[config.mk]
export PLATFORM = sky130hd
export DESIGN_NAME = reuse_pattern_predictor
export DESIGN_NICKNAME = d
export VERILOG_FILES = /design/src/rtl/rpp_pkg.sv /design/src/rtl/rpp_line_store.sv /design/src/rtl/rpp_pattern_table.sv /design/src/rtl/reuse_pattern_predictor.sv
export SDC_FILE = /design/constraint.sdc
export NUM_CORES = 1
export LEC_CHECK = 0
export ABC_AREA = 1
export BUFFER_PORTS_ARGS = -buffer_cell sky130_fd_sc_hd__buf_2
export CORE_UTILIZATION = 35
export CTS_BUF_LIST = sky130_fd_sc_hd__clkbuf_8
export CTS_CLUSTER_DIAMETER = 40
export DETAILED_ROUTE_END_ITERATION = 16
export PLACE_DENSITY = 0.58
export SYNTH_ARGS = -nofsm -noshare
export SYNTH_HDL_FRONTEND = slang
export SYNTH_HIERARCHICAL = 1
export SYNTH_SLANG_ARGS = --single-unit
[constraint.sdc]
create_clock -name clk -period 6.3 [get_ports clk]
set_input_delay 1.26 -clock clk [delete_from_list [all_inputs] [get_ports clk]]
set_output_delay 1.26 -clock clk [all_outputs]
set_load 0.02 [all_outputs]
[src/rtl/rpp_pkg.sv]
package rpp_pkg;
   localparam int CNT_W   = 2;
   localparam int PIDX_W  = 2 * CNT_W;
   localparam int PAT_N   = 1 << PIDX_W;
   localparam int PCNT_W  = 2;

   function automatic logic [CNT_W-1:0] sat_inc(input logic [CNT_W-1:0] v);
      return (&v) ? v : v + 1'b1;
   endfunction
endpackage

[src/rtl/rpp_line_store.sv]
module rpp_line_store
   import rpp_pkg::*;
#(
   parameter int SETS = 16,
   parameter int WAYS = 4,
   parameter int OWNER_W = 2,
   parameter logic [OWNER_W-1:0] LOCAL_ID = '0,
   localparam int SET_W = $clog2(SETS),
   localparam int WAY_W = $clog2(WAYS)
) (
   input  logic               clk,
   input  logic               rst_n,
   input  logic               acc_valid,
   input  logic               acc_hit,
   input  logic [SET_W-1:0]   acc_set,
   input  logic [WAY_W-1:0]   acc_way,
   input  logic [OWNER_W-1:0] acc_owner,
   input  logic [SET_W-1:0]   ev_set,
   input  logic [WAY_W-1:0]   ev_way,
   output logic [PIDX_W-1:0]  acc_pidx,
   output logic               acc_first_reuse,
   output logic [PIDX_W-1:0]  ev_pidx,
   output logic               ev_unused_foreign
);
   localparam int LINES = SETS * WAYS;
   localparam int LI_W  = SET_W + WAY_W;

   logic [CNT_W-1:0]   short_q [LINES];
   logic [CNT_W-1:0]   long_q  [LINES];
   logic               used_q  [LINES];
   logic [OWNER_W-1:0] own_q   [LINES];
   logic [WAY_W-1:0]   mru_q   [SETS];

   logic [LI_W-1:0] acc_li, ev_li;
   logic            same_way;

   assign acc_li   = {acc_set, acc_way};
   assign ev_li    = {ev_set, ev_way};
   assign same_way = (mru_q[acc_set] == acc_way);

   assign acc_pidx        = {long_q[acc_li], short_q[acc_li]};
   assign acc_first_reuse = acc_hit && (own_q[acc_li] != LOCAL_ID) && !used_q[acc_li];
   assign ev_pidx         = {long_q[ev_li], short_q[ev_li]};
   assign ev_unused_foreign = (own_q[ev_li] != LOCAL_ID) && !used_q[ev_li];

   always_ff @(posedge clk) begin
      if (!rst_n) begin
         for (int i = 0; i < LINES; i++) begin
            short_q[i] <= '0;
            long_q[i]  <= '0;
            used_q[i]  <= 1'b0;
            own_q[i]   <= '0;
         end
         for (int s = 0; s < SETS; s++) mru_q[s] <= '0;
      end else if (acc_valid) begin
         if (!acc_hit) begin
            short_q[acc_li] <= '0;
            long_q[acc_li]  <= '0;
            used_q[acc_li]  <= 1'b0;
            own_q[acc_li]   <= acc_owner;
         end else begin
            if (same_way) short_q[acc_li] <= sat_inc(short_q[acc_li]);
            else          long_q[acc_li]  <= sat_inc(long_q[acc_li]);
            if (own_q[acc_li] != LOCAL_ID) used_q[acc_li] <= 1'b1;
         end
         mru_q[acc_set] <= acc_way;
      end
   end
endmodule

[src/rtl/rpp_pattern_table.sv]
module rpp_pattern_table
   import rpp_pkg::*;
#(
   parameter int LOW_THRESH = 2
) (
   input  logic                    clk,
   input  logic                    rst_n,
   input  logic                    inc_a_v,
   input  logic [PIDX_W-1:0]       inc_a_idx,
   input  logic                    inc_b_v,
   input  logic [PIDX_W-1:0]       inc_b_idx,
   input  logic                    dec_v,
   input  logic [PIDX_W-1:0]       dec_idx,
   input  logic [PIDX_W-1:0]       rd_idx,
   output logic                    rd_low,
   output logic [PAT_N*PCNT_W-1:0] cnt_flat
);
   localparam logic signed [4:0] CMAX = 5'sd3;

   for (genvar i = 0; i < PAT_N; i++) begin : g_ent
      logic [PCNT_W-1:0] cnt_q;
      logic [3:0]        up, dn;
      logic signed [4:0] nxt;

      always_comb begin
         up  = 4'(inc_a_v && (inc_a_idx == PIDX_W'(i)))
             + 4'(inc_b_v && (inc_b_idx == PIDX_W'(i)));
         dn  = 4'(dec_v && (dec_idx == PIDX_W'(i)));
         nxt = $signed({1'b0, 4'(cnt_q)}) + $signed({1'b0, up}) - $signed({1'b0, dn});
      end

      always_ff @(posedge clk) begin
         if (!rst_n)              cnt_q <= '0;
         else if (nxt < 5'sd0)    cnt_q <= '0;
         else if (nxt > CMAX)     cnt_q <= PCNT_W'(3);
         else                     cnt_q <= nxt[PCNT_W-1:0];
      end

      assign cnt_flat[i*PCNT_W +: PCNT_W] = cnt_q;
   end

   logic [PCNT_W-1:0] rd_cnt;
   assign rd_cnt = cnt_flat[rd_idx*PCNT_W +: PCNT_W];

   if (LOW_THRESH == 0) begin : g_never_low
      assign rd_low = 1'b0;
   end else if (LOW_THRESH > 3) begin : g_always_low
      assign rd_low = 1'b1;
   end else begin : g_cmp_low
      assign rd_low = (rd_cnt < PCNT_W'(LOW_THRESH));
   end
endmodule

[src/rtl/reuse_pattern_predictor.sv]
module reuse_pattern_predictor
   import rpp_pkg::*;
#(
   parameter int SETS = 16,
   parameter int WAYS = 4,
   parameter int OWNER_W = 2,
   parameter logic [OWNER_W-1:0] LOCAL_ID = '0,
   parameter int LOW_THRESH = 2,
   localparam int SET_W = $clog2(SETS),
   localparam int WAY_W = $clog2(WAYS)
) (
   input  logic               clk,
   input  logic               rst_n,
   input  logic               acc_valid,
   input  logic               acc_hit,
   input  logic [SET_W-1:0]   acc_set,
   input  logic [WAY_W-1:0]   acc_way,
   input  logic [OWNER_W-1:0] acc_owner,
   input  logic               ev_valid,
   input  logic [SET_W-1:0]   ev_set,
   input  logic [WAY_W-1:0]   ev_way,
   input  logic               rn_valid,
   input  logic [PIDX_W-1:0]  rn_pattern,
   output logic               pred_valid,
   output logic               pred_low,
   output logic [PIDX_W-1:0]  pred_pattern
);
   if (SETS < 2 || (SETS & (SETS - 1)) != 0) begin : g_bad_sets
      $error("SETS must be a power of two of at least 2");
   end
   if (WAYS < 2 || (WAYS & (WAYS - 1)) != 0) begin : g_bad_ways
      $error("WAYS must be a power of two of at least 2");
   end
   if (OWNER_W < 1) begin : g_bad_owner
      $error("OWNER_W must be at least 1");
   end

   logic [PIDX_W-1:0]       acc_pidx, ev_pidx;
   logic                    acc_first_reuse, ev_unused_foreign, rd_low;
   logic [PAT_N*PCNT_W-1:0] pat_flat;

   rpp_line_store #(
      .SETS(SETS), .WAYS(WAYS), .OWNER_W(OWNER_W), .LOCAL_ID(LOCAL_ID)
   ) u_lines (
      .clk(clk), .rst_n(rst_n),
      .acc_valid(acc_valid), .acc_hit(acc_hit), .acc_set(acc_set),
      .acc_way(acc_way), .acc_owner(acc_owner),
      .ev_set(ev_set), .ev_way(ev_way),
      .acc_pidx(acc_pidx), .acc_first_reuse(acc_first_reuse),
      .ev_pidx(ev_pidx), .ev_unused_foreign(ev_unused_foreign)
   );

   rpp_pattern_table #(.LOW_THRESH(LOW_THRESH)) u_table (
      .clk(clk), .rst_n(rst_n),
      .inc_a_v(acc_valid && acc_first_reuse), .inc_a_idx(acc_pidx),
      .inc_b_v(rn_valid), .inc_b_idx(rn_pattern),
      .dec_v(ev_valid && ev_unused_foreign), .dec_idx(ev_pidx),
      .rd_idx(ev_pidx), .rd_low(rd_low), .cnt_flat(pat_flat)
   );

   always_ff @(posedge clk) begin
      if (!rst_n) begin
         pred_valid   <= 1'b0;
         pred_low     <= 1'b0;
         pred_pattern <= '0;
      end else begin
         pred_valid   <= ev_valid;
         pred_low     <= ev_valid && rd_low;
         pred_pattern <= ev_valid ? ev_pidx : '0;
      end
   end
endmodule

==> Yosys cells after proc, flatten, opt, wreduce, memory -nomap -nowiden <==
Memories as Yosys holds them, arrays and structs flattened.
Cells that the tools add are included.
W data, S select, Z words.
{ "totals": {"register_bits": 38, "out_inout_bits": 6, "rom_bits": 0, "ram_bits": 480, "latchBits": 0, "n_memories": 5, "word_cells": 302} }
{ "memory_table": {"columns": ["name", "words", "width", "read_ports", "rd_clocked_by_memory_dff", "write_ports", "line", "text"], "rows": [
  ["u_lines.long_q", 64, 2, 2, 0, 64, "rpp_line_store.sv:29", "logic [CNT_W-1:0] long_q [LINES];"],
  ["u_lines.own_q", 64, 2, 2, 0, 64, "rpp_line_store.sv:31", "logic [OWNER_W-1:0] own_q [LINES];"],
  ["u_lines.short_q", 64, 2, 2, 0, 64, "rpp_line_store.sv:28", "logic [CNT_W-1:0] short_q [LINES];"],
  ["u_lines.used_q", 64, 1, 2, 0, 64, "rpp_line_store.sv:30", "logic used_q [LINES];"],
  ["u_lines.mru_q", 16, 2, 1, 0, 16, "rpp_line_store.sv:32", "logic [WAY_W-1:0] mru_q [SETS];"]
]} }
{ "op_classes": {"bitwise_logic": 4, "order_cmp": 33, "eq_ne": 46, "mul": 0, "n_mux": 59, "div_mod_pow": 0, "addsub": 50, "n_shift": 1, "n_reduce_logical": 85} }
{ "ops": {"columns": ["operator", "n"], "rows": [
  ["$eq A4 B4 Y1 const B", 24],
  ["$add A2 B4 Y5", 16],
  ["$gt A5 B3 Y1 const B", 16],
  ["$lt A5 B1 Y1 const B", 16],
  ["$sub A5 B2 Y5", 16],
  ["$logic_and A1 B1 Y1", 54],
  ["$eq A4 B3 Y1 const B", 12],
  ["$mux W2", 24],
  ["$reduce_or A2 Y1", 20],
  ["$add A1 B1 Y2", 16],
  ["$shiftx A32 B6 Y2", 1],
  ["$mux W1", 30],
  ["$eq A4 B2 Y1 const B", 6],
  ["$mux W6", 4],
  ["$eq A4 B1 Y1 const B", 3],
  ["$logic_not A4 Y1", 3],
  ["$reduce_and A2 Y1", 3],
  ["$add A2 B1 Y2 const B", 2],
  ["$mux W4", 1],
  ["$reduce_bool A2 Y1", 2],
  ["$or A1 B1 Y1", 3],
  ["$eq A2 B2 Y1", 1],
  ["$logic_not A1 Y1", 2],
  ["$lt A2 B2 Y1 const B", 1],
  ["2 further kinds", 2]
]} }

==> Longest topological paths before layout <==
An unclocked memory read counts as a cell.
{ "logic_depth": {"depth_word": 11, "mapped_depth": 29, "ltp_nobuf": 26} }

==> Cells and area by module <==
Netlist, hierarchy kept.
{ "by_module_without_submodules": {"columns": ["mod", "instances", "seq_area_each_um2", "cells_each", "area_per_inst_um2"], "rows": [
  ["rpp_line_store", 1, 13773.2, 3789, 27590.2],
  ["rpp_pattern_table", 1, 640.6, 427, 3184.3],
  ["reuse_pattern_predictor", 1, 120.1, 22, 182.7]
]} }

==> Worst setup path before layout <==
OpenSTA, ideal clock, no wires.
{ "synth_path": {"path_kind": "input-to-reg", "start": "in acc_way[0]", "end": "reg u_table.g_ent[9].cnt_q[1]", "setup_ns": 0.109, "path_buffers": 4, "required_time_ns": 6.191, "path_stages": 27, "path_slack_ns": 1.730, "arrival_ns": 4.462, "path_cell_list": "buf_4 > inv_2 > buf_2 > buf_2 > nand2_1 > clkbuf_1 > o22ai_1 > nor2_1 > nand2_1 > nand2_1 > nand2_1 > nor2_1 > nand3_1 > nor2_1 > nand2_1 > inv_1 > inv_2 > nor3_4 > nand2_1 > fa_1 > ha_1 > inv_1 > ha_1 > ha_1 > nand3_1 > nand2_1 > inv_1"} }
{ "synth_via": {"elab_chain_cells": 11, "word_cells_on_any_way": 18} }
{ "synth_rtl": {"columns": ["element", "line", "text"], "rows": [
  ["from (decl)", "reuse_pattern_predictor.sv:17", "input logic [WAY_W-1:0] acc_way,"],
  ["$mem_v2 Z64 W2", null, null],
  ["$reduce_bool A2 Y1", "rpp_line_store.sv:42", "assign acc_first_reuse = acc_hit && (own_q[acc_li] != LOCAL_ID) && !used_q[acc_li];"],
  ["$logic_and A1 B1 Y1", "rpp_line_store.sv:42", null],
  ["$logic_and A1 B1 Y1 (*)", "rpp_line_store.sv:42", null],
  ["named net acc_first_reuse", "reuse_pattern_predictor.sv:39", "logic acc_first_reuse, ev_unused_foreign, rd_low;"],
  ["$logic_and A1 B1 Y1 (*)", "reuse_pattern_predictor.sv:55", ".inc_a_v(acc_valid && acc_first_reuse), .inc_a_idx(acc_pidx),"],
  ["$logic_and A1 B1 Y1 (*)", "rpp_pattern_table.sv:26", "up = 4'(inc_a_v && (inc_a_idx == PIDX_W'(i)))"],
  ["$add A1 B1 Y2 (*)", "rpp_pattern_table.sv:27", "+ 4'(inc_b_v && (inc_b_idx == PIDX_W'(i)));"],
  ["$add A2 B4 Y5 (*)", "rpp_pattern_table.sv:29", "nxt = $signed({1'b0, 4'(cnt_q)}) + $signed({1'b0, up}) - $signed({1'b0, dn});"],
  ["$sub A5 B2 Y5 (*)", "rpp_pattern_table.sv:29", null],
  ["$gt A5 B3 Y1 / $lt A5 B1 Y1 (equally long branches)", "rpp_pattern_table.sv:35, rpp_pattern_table.sv:34", null],
  ["$mux W2 / $reduce_or A2 Y1 (equally long branches)", null, null],
  ["to (signal assigned)", "rpp_pattern_table.sv:36", "else cnt_q <= nxt[PCNT_W-1:0];"],
  ["to (decl)", "rpp_pattern_table.sv:21", "logic [PCNT_W-1:0] cnt_q;"]
]} }
Mark *: on every way through the listed nets, which the timed path passes. The rest lies on a longest branch.
A chain may end at the register's enable or synchronous reset.

==> Worst setup path in the final report <==
Same ends and word-level chain as after synthesis.

==> flow_summary.toml <==
[drt]
ant_nets = 0
dr.pass1.iters = 6
dr_wl_met3_um = 10800
drt_iter0_markers = 3575
dr_wl_met2_um = 47300
vias = 29100
drt-total-wl_um = 108000
wl_met1_um = 44600
drt-vias-per-instance = 5.35
route.detailed.drc = 0
wire_per_inst_um = 19.9
top_layer = "met5"

[critical_path]
worstPathCellList = "buf_6 > buf_4 > o211ai_1 > o21ai_0 > o21ai_0 > and2_0 > nand2_1 > nor2_1 > nand2_2 > inv_1 > nor2_1 > nand2_1 > inv_1 > inv_2 > nor3_4 > nand2_1 > fa_1 > ha_1 > inv_1 > ha_1 > ha_1 > nand3_1 > nand2_1 > inv_1"
cp_slowest_stage_delay_ns = 0.81
crit_path_top_delay_cell = "buf_4"
path_max_fanout = 81
crit_path_start_kind = "input pin"
worst_ep_arrival_time_ns = 5.83
crit_required_ns = 6.92
critical_path_class = "in -> reg"
end_kind = "flip-flop"

[final_layout]
drive_gt1_frac = 0.0732
area_delta_synth_final_pct = 10.4
final_util = 0.392
layout_common_cells = "1,419 x nand2_1, 846 x nor2_1, 416 x edfxtp_1, 311 x o21ai_0, 291 x inv_1"
final_common_cell = "nand2_1"
nets = 4288
design_area_mm2 = 0.0342

[logic_synthesis]
synth-seq-area-share = 0.469
ys_warn_count = 6
netlist_area_mm2 = 0.0310
synthFlopType = "edfxtp_1"
synth_cell_types = 37
synth-edff-count = 416
synth-async-reset-ratio = 0
ys_seq_elements = 518
synth_nets = 4336
syn_inst = 4238
syn_avg_cell_area_um2 = 7.30

[timing]
timing_hold_violations_final = 0
fin_crit_ns = 5.22
clock.fmax_mhz = 192
clock_skew_ns = 0.0462
tightest_slew_ns = 1.03
period_share = 0.828
setup_viol = 0
setup_ws_ns = 1.08
finalMaxSlewViolations = 0
final.setup.tns_ns = 0
relSlewSlack = 0.308
grt_setup_unrepaired = "false"

[floorplan]
die_width_um = 299
num_rows = 108
die_h_um = 299
coreArea_mm2 = 0.0872
io_pins = 30
dieArea_mm2 = 0.0896
start_util = 0.355

[cts]
clockRootBuffer = "clkbuf_8"
htree_num_levels = 3
clkSlewWorstSetupHoldPaths_ns = 0.06
clock-sinks = 518
clock_path_buffers = 3
cts_tree = "built"
clk_latency_ns = 0.73
cts_setup_buffers = 0
cts_buffers = 103
cts_resized = 0
holdBufCountCts = 0

[power]
total_power_w = 0.00871
power_density_mw_per_mm2 = 255
power_leakage_nw = 14.5
vdd_drop_max_mv = 0.198

[hold_path]
hp-class = "reg -> reg"

[placement]
place.gp.congestion = 0.982
io_buffer_count = 29
dp_slack_ns = 0.501
hpwl_um = 71500
place_area_mm2 = 0.0321

[flow_run]
maxCapViolCount = 0

[global_routing]
grt.total_usage = 0.238
grt_max_degree = 146
antenna_found_initial = 3
grt_overflow = 0
grt_pass1_wl_um = 163000
grt_pass1_vias = 27500

[status]
status = "completed"
==> critical path, delay by kind of cell <==
kind	cells	cell delay (ns)
buf+inv	7	1.59
simple gates	10	1.34
fa+ha+maj	4	1.16
compound gates	3	0.41
==> through the flow <==
step                      hold WS, ns  cells
after floorplan                 0.450   4238
after global placement          0.462   5240
after detailed placement        0.461   5240
after CTS                       0.472   5433
after global routing            0.496   5434
final                           0.469   5434
==> area by class of cell <==
class | count | area, um^2
clock buffer | 108 | 1490
sequential | 518 | 14500
antenna | 1 | 2.50
tap | 1155 | 1450
fill | 9009 | 53000
clock inverter | 85 | 566
timing repair buffer | 108 | 863
multi-input combinational | 3163 | 14100
inverter | 296 | 1120
==> worst paths after layout <==
kind	from	endpoint	slack [ns]	cells past startpoint
max	acc_way[0]	u_table/g_ent[9].cnt_q[1]	1.08	24
min	u_lines/used_q[15]	u_lines/used_q[15]	0.47	2
max reg2reg	u_lines/own_q[6][0]	u_table/g_ent[9].cnt_q[1]	2.29	25
min reg2reg	u_lines/used_q[15]	u_lines/used_q[15]	0.47	2
==> kinds of logic (layout without fill, tap and decap cells) <==
family          Yosys count  after routing  share of synthesized area
compound gates          516            516                     0.0918
other cells               0              1                          0
simple gates           2562           2562                      0.325
flops                   518            518                      0.469
fa+ha+maj                74             74                     0.0365
xor+xnor                 11             11                    0.00311
buf+inv                 557            597                     0.0743
==> flip-flops by register name, indices dropped and copies added, names as in the netlist <==
register	flops
pred_valid	1
pred_low	1
u_lines/own_q	128
u_table/g_ent.cnt_q	32
u_lines/used_q	64
pred_pattern	4
u_lines/long_q	128
u_lines/mru_q	32
u_lines/short_q	128
==> routing by layer <==
layer / track usage / vias to the layer above
li1: - / 13600
met1: 0.314 / 13600
met2: 0.370 / 1463
met3: 0.0541 / 332
met4: 0.111 / 4
met5: 0 / -
==> power by group <==
group / switching [W] / internal (W) / total (W)
Clock: 0.00159 / 0.00182 / 0.00341
Sequential: 0.000128 / 0.00388 / 0.00401
Combinational: 0.000915 / 0.000375 / 0.00129
==> Yosys cell counts, types with 9 or more instances <==
cell | count | area (um^2)
nand4_1 | 12 | 75.1
dfxtp_1 | 102 | 2040
buf_2 | 81 | 405
o22ai_1 | 73 | 457
ha_1 | 47 | 588
nor2_1 | 849 | 3190
buf_4 | 24 | 180
inv_1 | 270 | 1010
nor3_1 | 9 | 45.0
nand2_1 | 1420 | 5330
edfxtp_1 | 416 | 12500
xor2_1 | 11 | 96.3
nand3_1 | 244 | 1220
fa_1 | 27 | 541
buf_1 | 19 | 71.3
o211ai_1 | 54 | 405
clkbuf_1 | 135 | 507
inv_2 | 17 | 63.8
a21oi_1 | 57 | 285
o21ai_0 | 311 | 1560
No activity file was read; power rests on OpenSTA's default activity.
